### src/rtl/spi_cmd_pkg.sv
package spi_cmd_pkg;

    localparam int BUF_BYTES_DEF = 70;
    localparam int NUM_CS_DEF    = 4;

    localparam logic [7:0] ADDR_CSEL   = 8'h1D;
    localparam logic [7:0] ADDR_OPCODE = 8'h45;
    localparam logic [7:0] ADDR_TRIG   = 8'h47;
    localparam logic [7:0] ADDR_TXCNT  = 8'h48;
    localparam logic [7:0] ADDR_RXCNT  = 8'h4B;
    localparam logic [7:0] ADDR_STATUS = 8'h4F;
    localparam int         ADDR_BUF    = 'h80;

    typedef enum logic [1:0] {
        ST_IDLE,
        ST_SHIFT,
        ST_GUARD
    } seq_state_e;

    typedef struct packed {
        logic [7:0] opcode;
        logic [7:0] tx_cnt;
        logic [7:0] rx_cnt;
    } xfer_cfg_t;

    function automatic logic [8:0] total_bytes(xfer_cfg_t c);
        return {1'b0, c.tx_cnt} + {1'b0, c.rx_cnt};
    endfunction

    function automatic logic in_buf_window(logic [7:0] a, int depth);
        return (int'(a) >= ADDR_BUF) && (int'(a) < ADDR_BUF + depth);
    endfunction

endpackage

### src/rtl/spi_cmd_buffer.sv
module spi_cmd_buffer #(
    parameter int DEPTH = 70,
    localparam int IDX_W = $clog2(DEPTH)
) (
    input  logic             clk,
    input  logic             rst,
    input  logic             wr_en,
    input  logic [IDX_W-1:0] wr_idx,
    input  logic [7:0]       wr_data,
    input  logic [IDX_W-1:0] rd_idx_a,
    output logic [7:0]       rd_data_a,
    input  logic [IDX_W-1:0] rd_idx_b,
    output logic [7:0]       rd_data_b
);

    logic [7:0] mem_q [DEPTH];

    always_ff @(posedge clk) begin
        if (rst) begin
            for (int i = 0; i < DEPTH; i++) begin
                mem_q[i] <= 8'h00;
            end
        end else if (wr_en && (int'(wr_idx) < DEPTH)) begin
            mem_q[wr_idx] <= wr_data;
        end
    end

    always_comb begin
        rd_data_a = (int'(rd_idx_a) < DEPTH) ? mem_q[rd_idx_a] : 8'h00;
        rd_data_b = (int'(rd_idx_b) < DEPTH) ? mem_q[rd_idx_b] : 8'h00;
    end

endmodule

### src/rtl/spi_cmd_regs.sv
module spi_cmd_regs
    import spi_cmd_pkg::*;
#(
    parameter int BUF_BYTES = 70
) (
    input  logic       clk,
    input  logic       rst,
    input  logic       bus_wr,
    input  logic [7:0] bus_addr,
    input  logic [7:0] bus_wdata,
    input  logic       busy,
    output xfer_cfg_t  cfg,
    output logic [7:0] csel_raw,
    output logic       start
);

    xfer_cfg_t  cfg_q;
    logic [7:0] csel_q;
    logic       fits;

    always_ff @(posedge clk) begin
        if (rst) begin
            cfg_q  <= '0;
            csel_q <= 8'h00;
        end else if (bus_wr) begin
            unique case (bus_addr)
                ADDR_OPCODE: cfg_q.opcode <= bus_wdata;
                ADDR_TXCNT:  cfg_q.tx_cnt <= bus_wdata;
                ADDR_RXCNT:  cfg_q.rx_cnt <= bus_wdata;
                ADDR_CSEL:   csel_q       <= bus_wdata;
                default: ;
            endcase
        end
    end

    assign fits     = total_bytes(cfg_q) <= 9'(BUF_BYTES);
    assign start    = bus_wr && (bus_addr == ADDR_TRIG) && bus_wdata[7] && !busy && fits;
    assign cfg      = cfg_q;
    assign csel_raw = csel_q;

endmodule

### src/rtl/spi_cmd_seq.sv
module spi_cmd_seq
    import spi_cmd_pkg::*;
#(
    parameter int BUF_BYTES   = 70,
    parameter int NUM_CS      = 4,
    parameter int GUARD_TICKS = 2,
    localparam int IDX_W = $clog2(BUF_BYTES),
    localparam int CS_W  = $clog2(NUM_CS),
    localparam int GC_W  = $clog2(GUARD_TICKS + 1)
) (
    input  logic              clk,
    input  logic              rst,
    input  logic              start,
    input  xfer_cfg_t         cfg_in,
    input  logic [CS_W-1:0]   cs_idx_in,
    input  logic              sck_en,
    input  logic              miso,
    output logic [IDX_W-1:0]  buf_rd_idx,
    input  logic [7:0]        buf_rd_data,
    output logic              buf_wr_en,
    output logic [IDX_W-1:0]  buf_wr_idx,
    output logic [7:0]        buf_wr_data,
    output logic              busy,
    output logic              sck,
    output logic              mosi,
    output logic [NUM_CS-1:0] cs_n
);

    seq_state_e      state_q;
    xfer_cfg_t       cfg_q;
    logic [CS_W-1:0] cs_idx_q;
    logic [7:0]      tx_sh_q;
    logic [7:0]      rx_sh_q;
    logic [2:0]      bit_q;
    logic [7:0]      byte_q;
    logic            opc_q;
    logic            sck_q;
    logic            cs_act_q;
    logic [GC_W-1:0] guard_q;

    logic [8:0] total;
    logic [7:0] next_byte;
    logic       last_byte;
    logic       in_rx;
    logic       byte_end;
    logic [7:0] next_tx;

    always_comb begin
        total      = total_bytes(cfg_q);
        next_byte  = opc_q ? 8'd0 : byte_q + 8'd1;
        last_byte  = opc_q ? (total == 9'd0) : ({1'b0, next_byte} == total);
        in_rx      = !opc_q && (byte_q >= cfg_q.tx_cnt);
        byte_end   = (state_q == ST_SHIFT) && sck_en && sck_q && (bit_q == 3'd7);
        next_tx    = (next_byte < cfg_q.tx_cnt) ? buf_rd_data : 8'h00;
    end

    assign buf_rd_idx  = next_byte[IDX_W-1:0];
    assign buf_wr_en   = byte_end && in_rx;
    assign buf_wr_idx  = byte_q[IDX_W-1:0];
    assign buf_wr_data = rx_sh_q;

    always_ff @(posedge clk) begin
        if (rst) begin
            state_q  <= ST_IDLE;
            cfg_q    <= '0;
            cs_idx_q <= '0;
            tx_sh_q  <= 8'h00;
            rx_sh_q  <= 8'h00;
            bit_q    <= 3'd0;
            byte_q   <= 8'd0;
            opc_q    <= 1'b0;
            sck_q    <= 1'b0;
            cs_act_q <= 1'b0;
            guard_q  <= '0;
        end else begin
            unique case (state_q)
                ST_IDLE: begin
                    if (start) begin
                        cfg_q    <= cfg_in;
                        cs_idx_q <= cs_idx_in;
                        tx_sh_q  <= cfg_in.opcode;
                        bit_q    <= 3'd0;
                        byte_q   <= 8'd0;
                        opc_q    <= 1'b1;
                        sck_q    <= 1'b0;
                        cs_act_q <= 1'b1;
                        state_q  <= ST_SHIFT;
                    end
                end
                ST_SHIFT: begin
                    if (sck_en) begin
                        if (!sck_q) begin
                            sck_q   <= 1'b1;
                            rx_sh_q <= {rx_sh_q[6:0], miso};
                        end else begin
                            sck_q <= 1'b0;
                            if (bit_q == 3'd7) begin
                                if (last_byte) begin
                                    cs_act_q <= 1'b0;
                                    guard_q  <= '0;
                                    state_q  <= ST_GUARD;
                                end else begin
                                    opc_q   <= 1'b0;
                                    byte_q  <= next_byte;
                                    tx_sh_q <= next_tx;
                                    bit_q   <= 3'd0;
                                end
                            end else begin
                                bit_q   <= bit_q + 3'd1;
                                tx_sh_q <= {tx_sh_q[6:0], 1'b0};
                            end
                        end
                    end
                end
                ST_GUARD: begin
                    if (sck_en) begin
                        if (guard_q == GC_W'(GUARD_TICKS - 1)) begin
                            state_q <= ST_IDLE;
                        end else begin
                            guard_q <= guard_q + 1'b1;
                        end
                    end
                end
                default: state_q <= ST_IDLE;
            endcase
        end
    end

    assign busy = (state_q != ST_IDLE);
    assign sck  = sck_q;
    assign mosi = cs_act_q ? tx_sh_q[7] : 1'b0;

    for (genvar g = 0; g < NUM_CS; g++) begin : g_cs
        assign cs_n[g] = !(cs_act_q && (cs_idx_q == CS_W'(g)));
    end

endmodule

### src/rtl/spi_cmd_engine.sv
module spi_cmd_engine
    import spi_cmd_pkg::*;
#(
    parameter int BUF_BYTES   = BUF_BYTES_DEF,
    parameter int NUM_CS      = NUM_CS_DEF,
    parameter int GUARD_TICKS = 2
) (
    input  logic              clk,
    input  logic              rst,
    input  logic              bus_wr,
    input  logic [7:0]        bus_addr,
    input  logic [7:0]        bus_wdata,
    output logic [7:0]        bus_rdata,
    input  logic              sck_en,
    output logic              sck,
    output logic              mosi,
    input  logic              miso,
    output logic [NUM_CS-1:0] cs_n
);

    localparam int IDX_W = $clog2(BUF_BYTES);
    localparam int CS_W  = $clog2(NUM_CS);

    xfer_cfg_t        cfg;
    logic [7:0]       csel_raw;
    logic             start;
    logic             busy_w;
    logic             is_buf;
    logic [7:0]       buf_off;
    logic [IDX_W-1:0] eng_rd_idx;
    logic [7:0]       eng_rd_data;
    logic             eng_wr_en;
    logic [IDX_W-1:0] eng_wr_idx;
    logic [7:0]       eng_wr_data;
    logic [7:0]       bus_buf_data;
    logic             mem_wr_en;
    logic [IDX_W-1:0] mem_wr_idx;
    logic [7:0]       mem_wr_data;

    assign is_buf  = in_buf_window(bus_addr, BUF_BYTES);
    assign buf_off = bus_addr - 8'(ADDR_BUF);

    spi_cmd_regs #(.BUF_BYTES(BUF_BYTES)) regs_i (
        .clk      (clk),
        .rst      (rst),
        .bus_wr   (bus_wr),
        .bus_addr (bus_addr),
        .bus_wdata(bus_wdata),
        .busy     (busy_w),
        .cfg      (cfg),
        .csel_raw (csel_raw),
        .start    (start)
    );

    spi_cmd_seq #(
        .BUF_BYTES  (BUF_BYTES),
        .NUM_CS     (NUM_CS),
        .GUARD_TICKS(GUARD_TICKS)
    ) seq_i (
        .clk        (clk),
        .rst        (rst),
        .start      (start),
        .cfg_in     (cfg),
        .cs_idx_in  (csel_raw[CS_W-1:0]),
        .sck_en     (sck_en),
        .miso       (miso),
        .buf_rd_idx (eng_rd_idx),
        .buf_rd_data(eng_rd_data),
        .buf_wr_en  (eng_wr_en),
        .buf_wr_idx (eng_wr_idx),
        .buf_wr_data(eng_wr_data),
        .busy       (busy_w),
        .sck        (sck),
        .mosi       (mosi),
        .cs_n       (cs_n)
    );

    always_comb begin
        if (eng_wr_en) begin
            mem_wr_en   = 1'b1;
            mem_wr_idx  = eng_wr_idx;
            mem_wr_data = eng_wr_data;
        end else begin
            mem_wr_en   = bus_wr && is_buf && !busy_w;
            mem_wr_idx  = buf_off[IDX_W-1:0];
            mem_wr_data = bus_wdata;
        end
    end

    spi_cmd_buffer #(.DEPTH(BUF_BYTES)) buf_i (
        .clk      (clk),
        .rst      (rst),
        .wr_en    (mem_wr_en),
        .wr_idx   (mem_wr_idx),
        .wr_data  (mem_wr_data),
        .rd_idx_a (eng_rd_idx),
        .rd_data_a(eng_rd_data),
        .rd_idx_b (buf_off[IDX_W-1:0]),
        .rd_data_b(bus_buf_data)
    );

    always_comb begin
        if (is_buf) begin
            bus_rdata = bus_buf_data;
        end else begin
            unique case (bus_addr)
                ADDR_OPCODE: bus_rdata = cfg.opcode;
                ADDR_TXCNT:  bus_rdata = cfg.tx_cnt;
                ADDR_RXCNT:  bus_rdata = cfg.rx_cnt;
                ADDR_CSEL:   bus_rdata = csel_raw;
                ADDR_STATUS: bus_rdata = {busy_w, 7'b0};
                default:     bus_rdata = 8'h00;
            endcase
        end
    end

endmodule

### config.mk
export PLATFORM = sky130hd
export DESIGN_NAME = spi_cmd_engine
export DESIGN_NICKNAME = d
export VERILOG_FILES = /design/src/rtl/spi_cmd_pkg.sv /design/src/rtl/spi_cmd_buffer.sv /design/src/rtl/spi_cmd_regs.sv /design/src/rtl/spi_cmd_seq.sv /design/src/rtl/spi_cmd_engine.sv
export SDC_FILE = /design/constraint.sdc
export NUM_CORES = 2
export LEC_CHECK = 0
export ABC_AREA = 1
export BUFFER_PORTS_ARGS = -buffer_cell sky130_fd_sc_hd__buf_2
export CAP_MARGIN = 20
export CORE_MARGIN = 10
export CORE_UTILIZATION = 37
export CTS_CLUSTER_DIAMETER = 100
export DETAILED_ROUTE_END_ITERATION = 12
export PLACE_DENSITY_LB_ADDON = 0.3
export SETUP_SLACK_MARGIN = 0.15
export SLEW_MARGIN = 20
export SYNTH_ARGS = -nofsm -noshare
export SYNTH_HDL_FRONTEND = slang
export SYNTH_HIERARCHICAL = 1
export SYNTH_SLANG_ARGS = --single-unit
### constraint.sdc
create_clock -name clk -period 10.95 [get_ports clk]
set_clock_uncertainty 0.15 [all_clocks]
set_input_delay 1.095 -clock clk [delete_from_list [all_inputs] [get_ports clk]]
set_output_delay 1.095 -clock clk [all_outputs]
set_load 0.03 [all_outputs]
==> impl_metrics.env <==
export IMPL_grt_pass1_vias=32280
export IMPL_dp_hpwl_um=87890
export IMPL_crit_type="reg2reg"
export IMPL_p_leak_nw=17.40
export IMPL_endpoint_kind="flip-flop"
export IMPL_yosysTopAreaCellShare_pct=46.37
export IMPL_slowest_delay_ns=1.02
export IMPL_timing_rr_start="seq_i/state_q[0]"
export IMPL_combPwrFrac_pct=8.6
export IMPL_cp_max_fo=23
export IMPL_clk_pin_slew_ns=0.06
export IMPL_stdcell_count=6294
export IMPL_first_pass_iters=7
export IMPL_outcome="complete, no violations"
export IMPL_switchingPower_mw=1.540
export IMPL_worst_slack_ns=4.316
export IMPL_setup_violations=0
export IMPL_ctsHtreeMaxLevel=3
export IMPL_final_max_slew_viol_count=0
export IMPL_cts_buffers=78
export IMPL_drt_total_wl_um=137600
export IMPL_ys_seq_area_share_pct=50.70
export IMPL_first_iter_violations=4683
export IMPL_cts_resized=0
export IMPL_antenna_left=0
export IMPL_grt_pass1_wl_um=204200
export IMPL_synthToLayoutAreaGrowth_pct=9.117
export IMPL_die_height_um=344.0
export IMPL_fin_crit_sh_pct=60.58
export IMPL_min_delay_path_depth=2
export IMPL_antenna_found_initial=1
export IMPL_cp_arrival_ns=6.77
export IMPL_synth_top_area_cell="edfxtp_1"
export IMPL_multi_input_area_sq_um=16850
export IMPL_path_buf_inv=4
export IMPL_clk_insertion_delay_late_ns=0.64
export IMPL_grt_ovfl_total=0
export IMPL_nNetsFinal=4910
export IMPL_clockPowerShare_pct=42.3
export IMPL_clkSinkCount=684
export IMPL_ir_worst_vdd_uv=112.0
export IMPL_regArea_sq_um=19700
export IMPL_cts_tree="done"
export IMPL_switching_share_pct=25.40
export IMPL_placed_area_sq_um=39930
export IMPL_via_per_inst=5.595
export IMPL_ys_seq_elements=684
export IMPL_start_util_pct=37.38
export IMPL_rsz0062_at_grt="no"
export IMPL_fin_area_sq_um=42390
export IMPL_hold_buffers=0
export IMPL_syn_inst=4981
export IMPL_crit_chain="inv_1 -> nor2_1 -> inv_1 -> nor2_1 -> nand4_1 -> inv_1 -> o21ai_0 -> clkinv_1 -> nand2_2 -> o31ai_1 -> nand3_1 -> nor2_4 -> nand2_1 -> nand2_1"
export IMPL_holdPathEnd="regs_i/csel_raw[6]"
export IMPL_hp_start="regs_i/csel_raw[6]"
export IMPL_post_cts_buffers=0
export IMPL_cp_start_kind="flip-flop"
export IMPL_reg2reg_depth=14
export IMPL_worst_pin_slew_ns=1.175
export IMPL_r2r_end="buf_i/mem_q[18][6]"
export IMPL_cts_buffer_depth=3
export IMPL_num_rows=118
export IMPL_syn_mean_instance_area_sq_um=7.800
export IMPL_finalPower_mw=6.064
export IMPL_synth_area_leaders="edfxtp_1 46%, nand2_1 13%, nor2_1 8.9%"
export IMPL_r2r_slack_ns=4.32
export IMPL_critPathSlowestCell="nor2_4"
export IMPL_hold_violations=0
export IMPL_grtUsageTotal_pct=22.56
export IMPL_cts_root_buf="clkbuf_16"
export IMPL_path_common_cell="inv_1"
export IMPL_num_fill_cells=10540
export IMPL_syn_area_sq_um=38850
export IMPL_hold_ws_ns=0.2971
export IMPL_pwr_share_seq_pct=49.1
export IMPL_core_area_sq_um=103900
export IMPL_tns_ns=0
export IMPL_hold_path_class="reg2reg"
export IMPL_gp_congestion=0.9431
export IMPL_power_density_nw_per_um2=143.0
export IMPL_io_buffers=34
export IMPL_fin_crit_ns=6.634
export IMPL_dieArea_sq_um=118400
export IMPL_crit_required_ns=11.08
export IMPL_die_w_um=344.0
export IMPL_drive_gt1_share_pct=6.314
export IMPL_place_inst=6152
export IMPL_slew_headroom_pct=21.39
export IMPL_crit_family="simple AND/OR/NAND/NOR gates"
export IMPL_drcViolationCount=0
export IMPL_vias=35220
export IMPL_place_ws_ns=4.554
export IMPL_clock_fmax_mhz=150.7
export IMPL_yosysUniqueCellTypes=57
export IMPL_cap_violations=0
export IMPL_p_int_mw=4.524
export IMPL_io_pins=35
export IMPL_post_route_util_pct=40.79
export IMPL_grt_max_degree=157
export IMPL_wl_per_cell_um=21.87
export IMPL_ys_warnings_count=6
==> routing by layer <==
layer | global-route usage [%] | routed length (um) | share of wire [%]
met3 | 3.677 | 13150 | 9.6
met4 | 9.223 | 5648 | 4.1
met5 | 0 | 12 | 0.0087
met1 | 30.36 | 55860 | 41
met2 | 35.91 | 62960 | 46
==> power groups by stage <==
stage / Sequential [mW] / Combinational, mW / Clock, mW
after floorplan: 3.00 / 0.327 / 0
after global placement: 3.03 / 0.504 / 0
after detailed placement: 3.03 / 0.508 / 0
after CTS: 2.98 / 0.509 / 2.58
after global routing: 2.99 / 0.561 / 2.69
final: 2.98 / 0.519 / 2.57
==> cell usage after synthesis (all sizes together) <==
library cell     n
nand2         1404
nor2           941
edfxtp         600
nand3          587
o21ai          332
inv            269
clkbuf         218
a21oi          171
buf            113
dfxtp           84
ha              35
o211ai          35
o221ai          35
o22ai           27
nand4           25
nor3            20
or2             16
clkinv          12
nand3b          11
mux2i           10
o31ai            8
a22oi            7
a21boi           6
xor2             3
fa               2
o21a             2
o21bai           2
a211oi           1
a21o             1
conb             1
nor4             1
o2111ai          1
xnor2            1
==> cells by family after synthesis <==
family | after synthesis | synth area share, %
AOI/OAI and AO/OA | 628 | 9.040
adders and majority gates | 37 | 1.230
muxes | 10 | 0.2576
and+or+nand+nor | 3005 | 32.28
xor gates and xnor gates | 4 | 0.09019
DFF | 684 | 50.70
other | 1 | 0.009652
buffers and inverters | 612 | 6.389
==> how the worst max path moves through the flow <==
stage	startpoint	end	slack, ns	cells after the start
CTS	seq_i/state_q[0]	buf_i/mem_q[47][0]	4.52	14
detailed placement	seq_i/state_q[0]	buf_i/mem_q[47][1]	4.55	14
global placement	seq_i/state_q[0]	buf_i/mem_q[47][1]	4.72	14
global route	seq_i/state_q[0]	buf_i/mem_q[47][0]	3.89	14
finish	seq_i/state_q[0]	buf_i/mem_q[18][6]	4.32	14
floorplan	bus_addr[0]	bus_rdata[0]	6.92	13
==> state kept, by name, summed over array words and instances (netlist names) <==
register / cells
seq_i/tx_sh_q: 8
seq_i/buf_wr_data: 8
regs_i/cfg: 24
buf_i/mem_q: 600
seq_i/guard_q: 2
seq_i/cfg_q: 16
seq_i/cs_idx_q: 2
seq_i/state_q: 2
seq_i/sck: 1
seq_i/cs_act_q: 1
seq_i/byte_q: 8
seq_i/bit_q: 3
regs_i/csel_raw: 8
seq_i/opc_q: 1
==> layout by cell type (no fill, tap or decap), drive strengths merged, types with 6 or more instances in the layout <==
| cell | n |
|---|---|
| mux2i | 10 |
| a21oi | 171 |
| edfxtp | 600 |
| or2 | 16 |
| nand4 | 25 |
| dfxtp | 84 |
| clkinvlp | 6 |
| nor3 | 20 |
| o211ai | 35 |
| o21ai | 332 |
| ha | 35 |
| clkinv | 41 |
| nor2 | 941 |
| inv | 264 |
| nand3b | 11 |
| o221ai | 35 |
| o31ai | 8 |
| a22oi | 7 |
| o22ai | 27 |
| buf | 83 |
| nand2 | 1404 |
| a21boi | 6 |
| nand3 | 587 |
| clkbuf | 103 |
| conb | 40 |
==> area by class of cell <==
class / count / area share [%]
Clock buffer: 103 / 5.023
Clock inverter: 35 / 0.7614
Sequential cell: 684 / 46.47
Timing Repair Buffer: 83 / 1.328
Inverter: 281 / 2.574
Tap cell: 1380 / 4.073
Multi-Input combinational cell: 3724 / 39.75
Antenna cell: 4 / 0.02361
==> tightest hold or removal path: stages, from the launching register on <==
cell and delay (ns):
dfxtp_1 0.30, inv_1 0.05, a21oi_1 0.05
No activity file was read; power rests on OpenSTA's default activity.
